$ cat config.mk
export PLATFORM = sky130hd
export DESIGN_NAME = cart_bank_ctrl
export DESIGN_NICKNAME = d
export VERILOG_FILES = /design/src/rtl/cbc_pkg.sv /design/src/rtl/cbc_decode.sv /design/src/rtl/cbc_regs.sv /design/src/rtl/cbc_map.sv /design/src/rtl/cart_bank_ctrl.sv
export SDC_FILE = /design/constraint.sdc
export NUM_CORES = 1
export LEC_CHECK = 0
export BUFFER_PORTS_ARGS = -buffer_cell sky130_fd_sc_hd__buf_2
export CAP_MARGIN = 20
export CORE_MARGIN = 2
export CORE_UTILIZATION = 35
export CTS_BUF_LIST = sky130_fd_sc_hd__clkbuf_8 sky130_fd_sc_hd__clkbuf_16
export CTS_CLUSTER_DIAMETER = 40
export DETAILED_ROUTE_END_ITERATION = 8
export PLACE_DENSITY_LB_ADDON = 0.12
export SETUP_SLACK_MARGIN = 0.15
export SYNTH_ARGS = -nofsm -noshare
export SYNTH_HDL_FRONTEND = slang
export SYNTH_SLANG_ARGS = --single-unit
$ cat constraint.sdc
create_clock -name clk -period 6.7 [get_ports clk]
set_input_delay 1.675 -clock clk [delete_from_list [all_inputs] [get_ports clk]]
set_output_delay 1.675 -clock clk [all_outputs]
set_load 0.05 [all_outputs]
$ cat src/rtl/cbc_pkg.sv
package cbc_pkg;

    // Base widths
    localparam int CPU_AW  = 16;
    localparam int DW      = 8;
    localparam int LOW_W   = 5;
    localparam int HIGH_W  = 2;
    localparam int ROMWIN_W = 14;  // 16 KiB ROM window
    localparam int RAMWIN_W = 13;  // 8 KiB RAM window

    // Derived widths
    localparam int BANK_W = LOW_W + HIGH_W;
    localparam int ROM_AW = ROMWIN_W + BANK_W;
    localparam int RAM_AW = RAMWIN_W + HIGH_W;

    // Command codes for the RAM enable range
    localparam logic [DW-1:0] CMD_RAM_ON  = 8'h0A;
    localparam logic [DW-1:0] CMD_RAM_OFF = 8'h00;

    typedef enum logic [1:0] {
        RG_NONE,
        RG_ROM_FIXED,
        RG_ROM_WIN,
        RG_RAM
    } region_e;

    typedef enum logic [2:0] {
        WT_NONE,
        WT_RAM_EN,
        WT_LOW,
        WT_HIGH,
        WT_MODE
    } wtarget_e;

    typedef enum logic {
        MODE_ROM = 1'b0,
        MODE_RAM = 1'b1
    } bank_mode_e;

    typedef struct packed {
        logic              ram_en;
        logic [LOW_W-1:0]  low;
        logic [HIGH_W-1:0] high;
        bank_mode_e        mode;
    } bank_state_t;

    function automatic region_e region_of(input logic [CPU_AW-1:0] a);
        if (a[15:14] == 2'b00)      return RG_ROM_FIXED;
        else if (a[15:14] == 2'b01) return RG_ROM_WIN;
        else if (a[15:13] == 3'b101) return RG_RAM;
        else                        return RG_NONE;
    endfunction

    // A low field of zero always acts as bank 1
    function automatic logic [LOW_W-1:0] low_effective(input logic [LOW_W-1:0] v);
        return (v == '0) ? LOW_W'(1) : v;
    endfunction

endpackage

$ cat src/rtl/cbc_decode.sv
module cbc_decode
    import cbc_pkg::*;
(
    input  logic [CPU_AW-1:0] addr,
    input  logic              wr,
    output region_e           region,
    output wtarget_e          wtarget
);

    always_comb begin
        region  = region_of(addr);
        wtarget = WT_NONE;
        if (wr && !addr[15]) begin
            unique case (addr[14:13])
                2'b00: wtarget = WT_RAM_EN;
                2'b01: wtarget = WT_LOW;
                2'b10: wtarget = WT_HIGH;
                2'b11: wtarget = WT_MODE;
            endcase
        end
    end

endmodule

$ cat src/rtl/cbc_regs.sv
module cbc_regs
    import cbc_pkg::*;
(
    input  logic          clk,
    input  logic          rst,
    input  wtarget_e      wtarget,
    input  logic [DW-1:0] wdata,
    output bank_state_t   state
);

    bank_state_t nxt;

    always_comb begin
        nxt = state;
        unique case (wtarget)
            WT_RAM_EN: begin
                if (wdata == CMD_RAM_ON)       nxt.ram_en = 1'b1;
                else if (wdata == CMD_RAM_OFF) nxt.ram_en = 1'b0;
            end
            WT_LOW:  nxt.low  = (wdata == '0) ? LOW_W'(1) : wdata[LOW_W-1:0];
            WT_HIGH: nxt.high = wdata[HIGH_W-1:0];
            WT_MODE: nxt.mode = bank_mode_e'(wdata[0]);
            default: ;
        endcase
    end

    always_ff @(posedge clk) begin
        if (rst) begin
            state.ram_en <= 1'b0;
            state.low    <= '0;
            state.high   <= '0;
            state.mode   <= MODE_ROM;
        end else begin
            state <= nxt;
        end
    end

    AST_EN_SET: assert property (@(posedge clk) disable iff (rst)
        (wtarget == WT_RAM_EN && wdata == CMD_RAM_ON) |=> state.ram_en);
    AST_EN_HOLD: assert property (@(posedge clk) disable iff (rst)
        (wtarget == WT_RAM_EN && wdata != CMD_RAM_ON && wdata != CMD_RAM_OFF)
        |=> $stable(state.ram_en));
    AST_LOW_ZERO_FIX: assert property (@(posedge clk) disable iff (rst)
        (wtarget == WT_LOW && wdata == '0) |=> (state.low == LOW_W'(1)));
    AST_HIGH_LOAD: assert property (@(posedge clk) disable iff (rst)
        (wtarget == WT_HIGH) |=> (state.high == $past(wdata[HIGH_W-1:0])));
    AST_MODE_BIT0: assert property (@(posedge clk) disable iff (rst)
        (wtarget == WT_MODE) |=> (state.mode == bank_mode_e'($past(wdata[0]))));

endmodule

$ cat src/rtl/cbc_map.sv
module cbc_map
    import cbc_pkg::*;
(
    input  logic                clk,
    input  logic                rst,
    input  bank_state_t         state,
    input  region_e             region,
    input  logic [ROMWIN_W-1:0] offs,
    output logic [ROM_AW-1:0]   rom_addr,
    output logic [RAM_AW-1:0]   ram_addr
);

    logic [LOW_W-1:0]  low_eff;
    logic [BANK_W-1:0] rom_bank;
    logic [HIGH_W-1:0] ram_bank;

    always_comb begin
        low_eff  = low_effective(state.low);
        rom_bank = (state.mode == MODE_ROM) ? {state.high, low_eff}
                                            : {{HIGH_W{1'b0}}, low_eff};
        ram_bank = (state.mode == MODE_RAM) ? state.high : '0;
        if (region == RG_ROM_WIN)
            rom_addr = {rom_bank, offs};
        else
            rom_addr = {{BANK_W{1'b0}}, offs};
        ram_addr = {ram_bank, offs[RAMWIN_W-1:0]};
    end

    AST_WIN_NOT_FIXED: assert property (@(posedge clk) disable iff (rst)
        (region == RG_ROM_WIN) |-> (rom_addr[ROM_AW-1:ROMWIN_W] != '0));
    AST_RAMMODE_NO_HIGH: assert property (@(posedge clk) disable iff (rst)
        (region == RG_ROM_WIN && state.mode == MODE_RAM)
        |-> (rom_addr[ROM_AW-1:ROM_AW-HIGH_W] == '0));
    AST_ROMMODE_RAM0: assert property (@(posedge clk) disable iff (rst)
        (state.mode == MODE_ROM) |-> (ram_addr[RAM_AW-1:RAMWIN_W] == '0));

endmodule

$ cat src/rtl/cart_bank_ctrl.sv
module cart_bank_ctrl
    import cbc_pkg::*;
(
    input  logic              clk,
    input  logic              rst,
    input  logic [CPU_AW-1:0] cpu_addr,
    input  logic [DW-1:0]     cpu_wdata,
    input  logic              cpu_rd,
    input  logic              cpu_wr,
    input  logic [DW-1:0]     rom_rdata,
    input  logic [DW-1:0]     ram_rdata,
    output logic [DW-1:0]     cpu_rdata,
    output logic [ROM_AW-1:0] rom_addr,
    output logic [RAM_AW-1:0] ram_addr,
    output logic              rom_sel,
    output logic              ram_sel,
    output logic              ram_we
);

    region_e     region;
    wtarget_e    wtarget;
    bank_state_t state;
    logic        rom_area;

    cbc_decode u_decode (
        .addr    (cpu_addr),
        .wr      (cpu_wr),
        .region  (region),
        .wtarget (wtarget)
    );

    cbc_regs u_regs (
        .clk     (clk),
        .rst     (rst),
        .wtarget (wtarget),
        .wdata   (cpu_wdata),
        .state   (state)
    );

    cbc_map u_map (
        .clk      (clk),
        .rst      (rst),
        .state    (state),
        .region   (region),
        .offs     (cpu_addr[ROMWIN_W-1:0]),
        .rom_addr (rom_addr),
        .ram_addr (ram_addr)
    );

    always_comb begin
        rom_area  = (region == RG_ROM_FIXED) || (region == RG_ROM_WIN);
        rom_sel   = cpu_rd && rom_area;
        ram_sel   = (cpu_rd || cpu_wr) && (region == RG_RAM) && state.ram_en;
        ram_we    = cpu_wr && (region == RG_RAM) && state.ram_en;
        if (rom_sel)              cpu_rdata = rom_rdata;
        else if (ram_sel && cpu_rd) cpu_rdata = ram_rdata;
        else                      cpu_rdata = 8'hFF;
    end

    AST_FIXED_IDENT: assert property (@(posedge clk) disable iff (rst)
        (rom_sel && cpu_addr[15:14] == 2'b00)
        |-> (rom_addr == ROM_AW'(cpu_addr)));
    AST_RAM_GATED: assert property (@(posedge clk) disable iff (rst)
        ram_sel |-> state.ram_en);
    AST_WE_IN_SEL: assert property (@(posedge clk) disable iff (rst)
        ram_we |-> (ram_sel && cpu_wr));
    AST_ONE_SEL: assert property (@(posedge clk) disable iff (rst)
        $onehot0({rom_sel, ram_sel}));
    AST_ROM_WR_QUIET: assert property (@(posedge clk) disable iff (rst)
        (cpu_wr && !cpu_rd && !cpu_addr[15]) |-> (!rom_sel && !ram_sel));

endmodule

==> summary.md, run 1 <==
| Metric | Value |
|---|---|
| Req. time, crit path | `between 5 and 6 ns` |
| Gpl congestion | `0.710` |
| CTS root buf | `clkbuf_8` |
| Post-Syn Nets | `159` |
| RSZ-0062 raised after global routing | `false` |
| Static Leak | `0.531 nW` |
| Largest register FFs | `9` |
| Clk slew on worst S/H paths | `0.05 ns` |
| PortBufs | `51` |
| Worst path slowest cell | `nand4b_1` |
| Clock tree from TritonCTS | `yes` |
| R2R Setup Slk | `6.01 ns` |
| Vias per std cell | `4.90` |
| EDFF count, synth | `0` |
| Num CTS Buffers | `3` |
| Largest net degree at the start of global routing | `10` |
| Synth Area in Simple Gates | `28.5%` |
| CTS Buffer Depth | `2` |
| H-tree depth | `1` |
| Die area | `3040 um2` |
| Tmin final | `5.08 ns` |
| Worst slew pin tran | `0.339 ns` |
| Clk sinks | `9` |
| Post_cts resized | `0` |
| WL per Instance | `12.6 um` |
| First-pass GRT wire length | `2950 um` |
| Final Cycle Share | `75.8%` |
| Largest Register | `u_regs.state` |
| Total negative slack | `0 ns` |
| Initial Util | `a little under two fifths` |
| Avg Inst Size Synth | `8.31 um2` |
| Final setup viols | `0` |
| DIE HEIGHT | `about 55 um` |
| DR DRC count | `0` |
| Post-Synth XOR/XNOR Area | `0%` |
| Detailed Place HPWL | `1730 um` |
| Critical path, cell by cell | `buf_2 -> inv_1 -> ha_1 -> nand2_1 -> o21ai_0 -> ha_1 -> nand4b_1 -> o22a_1 -> buf_2` |
| Post-CTS Hold Buffers | `0` |
| Critical Path Start Type | `primary input` |
| Hold Slack | `around 0.47 ns` |
| Crit Path Category | `primary input to output pin` |
| Rel. slew slack | `77.3%` |
| Skew-Pair Late Insertion Delay | `0.23 ns` |
| Hold Fails Final Rpt | `0` |
| Drt total wl | `roughly 2100 um` |
| Antenna-violating nets left | `0` |
| Layout cells sized above 1 | `between 40% and 50%` |
| Post-synthesis adder-cell area fraction | `6.84%` |
| IO Count | `91` |
| Multi-input combinational cell area | `approximately 520 um2` |
| Slowest stage delay, CP | `between 0.3 and 0.4 ns` |
| Sequential-to-total area share from yosys stat | `19.7%` |
| Mux contribution to synthesized area | `4.38%` |
| Die W | `55.1 um` |
| Postcts setup bufs | `0` |
| MaxCap Viol Count | `0` |
| Number of global-route vias before repair | `678` |
| Post-placement cell count | `163` |
| Final cell count without fillers | `roughly 170` |
| Post-Syn Instances | `110` |
| Initial antenna violation count | `0` |
| Std-Cell Rows | `18` |
| Detailed Routing Iterations Pass 1 | `4` |
| Placeable core area | `2480 um2` |
| Max Transition Viols Final | `0` |
| #FFs+latches synth | `9` |
| Asr flop ratio synth | `0%` |
| Skew final | `0 ns` |
| Largest family of logic cells by synthesized area | `simple AND/OR/NAND/NOR gates` |
| Crit end category | `output pin` |
| Compound-Gate Fraction of Synth Area | `roughly 17%` |
| Status | `complete, no violations` |
| Total grt overflow | `0` |
| Maximum vdd drop | `0.128 mV` |
| Yosys warns | `0` |
| Synth unique cells | `28` |
| Initial drt markers | `6` |
| CP arrival | `3.40 ns` |
| Storage cell area | `180 um2` |
| Min-Delay Path Class | `register to register` |
| Mapped Area | `915 um2` |
| Tot GR Track Use | `a little over an eighth` |
| Fmax | `0.197 GHz` |
| ANT cells | `0` |
| Power Dens Cells | `164 nW/um2` |
| Pwr Total | `0.172 mW` |
| Worst Path Max Fanout | `8` |
| Final #Nets | `187` |
| Synth Flop Type | `dfxtp_1` |
| DR vias | `818` |
| Layout area overhead | `14.5%` |
| Fillers | `approximately 260` |
| Registers with the most flip-flops | `u_regs.state (9)` |
-- routing by layer --
layer	up-vias	track usage, %	wire (um)
met5	-	0	0
li1	415	-	-
met2	29	18.7	906
met3	10	2.69	199
met1	364	19.8	972
met4	0	5.69	19
-- critical path: cells and delay by family --
family,cells,cell delay [ns]
compound gates,2,0.39
fa+ha+maj,2,0.48
buf+inv,3,0.40
simple gates,2,0.45
-- synth_stat cells (all sizes together), types with 2 or more instances --
cell	count	share of area, %
a21oi	6	3.3
and2	7	4.8
buf	28	23
dfxtp	9	20
ha	5	6.8
inv	3	1.2
mux2i	4	4.4
nand2	8	4.1
nand3	4	2.2
nand4	2	1.4
nor2	10	5.9
nor3b	3	2.5
nor4	2	3.0
o21ai	3	2.1
o22a	8	7.7
-- worst paths after layout --
kind | from | endpoint | cells after the start
max | cpu_addr[14] | cpu_rdata[0] | 9
min | u_regs.state[4]$_SDFFE_PP0N_ | u_regs.state[4]$_SDFFE_PP0N_ | 2
max reg2reg | u_regs.state[8]$_SDFFE_PP0P_ | u_regs.state[8]$_SDFFE_PP0P_ | 2
min reg2reg | u_regs.state[4]$_SDFFE_PP0N_ | u_regs.state[4]$_SDFFE_PP0N_ | 2
-- power by group --
part / internal [mW] / switching [mW]
Combinational: 0.0187 / 0.0349
Sequential: 0.0548 / 0.000713
Clock: 0.0406 / 0.0221
Total: 0.114 / 0.0577
-- cell usage in the layout (no fill, tap or decap), drive strengths merged, types with 3 or more instances in the layout --
cell type | synthesis | final
o22a | 8 | 8
o21ai | 3 | 3
dfxtp | 9 | 9
nor2 | 10 | 10
nand3 | 4 | 4
ha | 5 | 5
buf | 28 | 51
nand2 | 8 | 8
inv | 3 | 3
nor3b | 3 | 3
mux2i | 4 | 4
clkbuf | 0 | 3
and2 | 7 | 7
a21oi | 6 | 6
-- cells by family (layout without fill, tap and decap cells) --
group | Yosys count | count (layout)
adder cells (fa/ha/maj) | 5 | 5
flip-flops | 9 | 9
AO/OA/AOI/OAI | 20 | 20
buffers and inverters | 31 | 58
AND/OR/NAND/NOR | 41 | 41
multiplexers | 4 | 4
-- layout make-up --
cell class	instances	area share, %
sequential	9	17.2
tap	30	3.58
clock inverter	1	0.478
inverter	3	1.08
clock buffer	3	3.94
timing repair buffer	51	24.4
multi-input combinational	70	49.3
-- stage by stage --
step	setup WS [ns]	utilization (%)	cell area (um2)
finish	1.62	42.3	1050
global route	1.50	42.3	1050
CTS	1.62	42.3	1050
detailed placement	1.62	40.4	1000
global placement	1.66	40.4	1000
floorplan	1.95	-	915
Note: power is estimated with default switching activity, not from simulation.
==> run 2: changes to the inputs <==
ABC_AREA = 1   (was unset)
clock period = 5.15 ns   (was 6.7 ns; I/O delays follow)
==> summary.md, run 2 <==
| Metric | Value |
|---|---|
| Total negative slack | `0 ns (unchanged)` |
| Final core utilization | `42.8% (+0.49 points)` |
| Detailed Routing Iterations Pass 1 | `4 (unchanged)` |
| Num CTS Buffers | `3 (unchanged)` |
| First-pass GRT wire length | `3480 um (+18%)` |
| Layout cells sized above 1 | `37.5% (-7.8 points)` |
| Rel. slew slack | `78.6% (+1.3 points)` |
| Antenna-violating nets left | `0 (unchanged)` |
| Yosys warns | `0 (unchanged)` |
| H-tree depth | `1 (unchanged)` |
| Skew final | `0 ns (unchanged)` |
| PortBufs | `51 (unchanged)` |
| DR DRC count | `0 (unchanged)` |
| Maximum vdd drop | `0.0965 mV (-24%)` |
| Crit Path Category | `primary input to output pin` |
| Sequential-to-total area share from yosys stat | `19.1% (-0.60 points)` |
| CTS Buffer Depth | `2 (unchanged)` |
| Top cells by area, synth | `buf_4 (21%), dfxtp_1 (19%), nand2_1 (12%)` |
| Registers with the most flip-flops | `u_regs.state (9)` |
| EDFF count, synth | `0 (unchanged)` |
| Asr flop ratio synth | `0% (unchanged)` |
| Skew-Pair Late Insertion Delay | `0.23 ns (about the same)` |
| DIE HEIGHT | `55.9 um (+1.4%)` |
| Postcts setup bufs | `0 (unchanged)` |
| IO Count | `91 (unchanged)` |
| Top-area cell type share of the netlist area | `21.5% (-0.68 points)` |
| Switching Share | `38.3% (+4.7 points)` |
| Clock network fraction of design power | `33.3% (-3.2 points)` |
| Largest Register | `u_regs.state` |
| Most frequent cell after synthesis | `nand2_1` |
| Status | `complete, no violations` |
| Std-Cell Rows | `18 (unchanged)` |
| Gpl congestion | `0.710 (about the same)` |
| Placeable core area | `2520 um2 (+1.8%)` |
| Detailed Place HPWL | `1800 um (+4.0%)` |
| Commonest non-fill, non-tap cells in the layout | `buf_2 (51), nand2_1 (31), inv_1 (18), nor2_1 (17), o21ai_0 (11)` |
| Total grt overflow | `0 (unchanged)` |
| Vias per std cell | `4.47 (-8.7%)` |
| GR Util met3 | `1.16% (-1.5 points)` |
| Crit end category | `output pin` |
| Mapped Area | `943 um2 (+3.1%)` |
| Top cells by count, synth | `nand2_1 (31), buf_4 (27), inv_1 (17), nor2_1 (17), o21ai_0 (11)` |
| Final Cycle Share | `82.8%` |
| Fmax | `~0.23 GHz` |
| Tot GR Track Use | `13.4% (+0.018 points)` |
| Pint | `0.149 mW (+31%)` |
| Global routing usage on met2 | `24.3% (+5.7 points)` |
| Final setup viols | `0 (unchanged)` |
| #FFs+latches synth | `9 (unchanged)` |
| DR vias | `921 (+13%)` |
| Clock tree from TritonCTS | `yes` |
| Final #Nets | `226 (+21%)` |
| Most common cell after layout, fill and taps aside | `buf_2` |
| Leading area contributor after synthesis | `buf_4` |
| Post_cts resized | `0 (unchanged)` |
| Avg Inst Size Synth | `6.37 um2 (-23%)` |
| CP arrival | `2.98 ns (-0.42 ns)` |
| Largest register FFs | `9 (unchanged)` |
| Die area | `3130 um2 (+2.9%)` |
| Critical Path Start Type | `primary input` |
| RSZ-0062 raised after global routing | `false` |
| Min-Delay Path Class | `register to register` |
| Synth unique cells | `22 (-21%)` |
| Number of global-route vias before repair | `852 (+26%)` |
| Worst Path Max Fanout | `9 (+1)` |
| Post-Syn Instances | `148 (+35%)` |
| Worst slew pin tran | `0.321 ns (-0.0185 ns)` |
| Layout area overhead | `14.3%` |
| Clk slew on worst S/H paths | `0.04 ns (about the same)` |
| Fillers | `277 (+7.4%)` |
| Reg power frac | `30.2% (-2.1 points)` |
| MaxCap Viol Count | `0 (unchanged)` |
| Global routing's busiest layer | `met2` |
| Met1 usage | `15.7% (-4.1 points)` |
| Tmin final | `4.27 ns` |
| Drt total wl | `2130 um (+1.5%)` |
| Die W | `55.9 um (+1.4%)` |
| ANT cells | `0 (unchanged)` |
| Largest net degree at the start of global routing | `11 (+1)` |
| Combinational cell fraction of total power | `36.6% (+5.4 points)` |
| Clk sinks | `9 (unchanged)` |
| Max Transition Viols Final | `0 (unchanged)` |
| Req. time, crit path | `3.86 ns (-1.17 ns)` |
| Initial Util | `37.4% (+0.48 points)` |
| Initial antenna violation count | `0 (unchanged)` |
| Net Sw Power | `0.0928 mW (+61%)` |
| CTS root buf | `clkbuf_8` |
| Synth Flop Type | `dfxtp_1` |
| Pwr Total | `0.242 mW (+41%)` |
| Initial drt markers | `17 (+11)` |
| Hold Fails Final Rpt | `0 (unchanged)` |
| Post-CTS Hold Buffers | `0 (unchanged)` |
| Post-Syn Nets | `197 (+24%)` |
| Power Dens Cells | `225 nW/um2 (+37%)` |
| Static Leak | `0.582 nW (+9.5%)` |
| WL per Instance | `10.3 um (-18%)` |
[run 2: cell types whose count changed in the layout (fill, tap and decap cells not counted), sizes merged, moves of 2 or more]
| cell | change |
|---|---|
| and2 | -7 |
| nor3 | +2 |
| o21ai | +13 |
| nor4 | -2 |
| mux2i | -4 |
| o22a | -8 |
| nand2 | +27 |
| inv | +17 |
| nor2 | +9 |
[run 2: layout make-up]
cell class	count	area, um2	share of cell area, %
multi-input cells	92	485	45.0
repair buffers	51	255	23.7
flip-flops and latches	9	180	16.7
inverters	20	75.1	6.96
clock buffers	3	41.3	3.83
well taps	30	37.5	3.48
clock inverters	1	3.75	0.348
[run 2: worst paths after layout]
path,slack [ns],from,end,cells past startpoint
worst min register to register,0.48,u_regs.state[6]$_SDFFE_PP0N_,u_regs.state[6]$_SDFFE_PP0N_,2
worst min-delay path,0.48,u_regs.state[6]$_SDFFE_PP0N_,u_regs.state[6]$_SDFFE_PP0N_,2
worst max-delay path,0.88,cpu_addr[15],cpu_rdata[4],11
worst max register to register,4.52,u_regs.state[2]$_SDFFE_PP0N_,u_regs.state[2]$_SDFFE_PP0N_,2
[run 2: worst max-delay path: stages]
cell and delay [ns]:
buf_2 0.11, inv_2 0.07, nand2_1 0.20, o21ai_0 0.14
inv_1 0.06, ha_1 0.29, nand2_1 0.18, clkinv_1 0.25
nand2_1 0.13, nand2_1 0.05, buf_2 0.21
[run 2: routing by layer]
layer,vias to the layer above,part of all wire (%),routed length (um)
li1,494,-,-
met5,-,0,0
met1,388,41,868
met2,28,51,1080
met4,0,2.1,44
met3,11,6.4,137
[run 2: through the flow]
stage	instances	setup WS [ns]	hold WS, ns	cell area, um2
2_1_floorplan	148	0.803	0.450	943
3_3_place_gp	202	0.919	0.460	1030
3_5_place_dp	202	0.868	0.468	1030
4_1_cts	206	0.860	0.476	1080
5_1_grt	206	0.676	0.512	1080
6_report	206	0.885	0.477	1080
[run 2: cell families (layout without fill, tap and decap cells)]
family                   count (synthesis)  after routing  synth area share (%)
adder cells (fa/ha/maj)                  5              5                  6.63
flip-flops                               9              9                  19.1
AND/OR/NAND/NOR                         64             64                  32.2
buffers and inverters                   47             75                  29.4
AO/OA/AOI/OAI                           23             23                  12.6
[run 2: power by group through the flow]
stage | Combinational [mW] | Clock [mW] | Sequential (mW)
finish | 0.0886 | 0.0805 | 0.0730
global route | 0.0974 | 0.0857 | 0.0731
CTS | 0.0896 | 0.0832 | 0.0730
detailed placement | 0.0893 | 0 | 0.0743
global placement | 0.0884 | 0 | 0.0742
floorplan | 0.117 | 0 | 0.0741
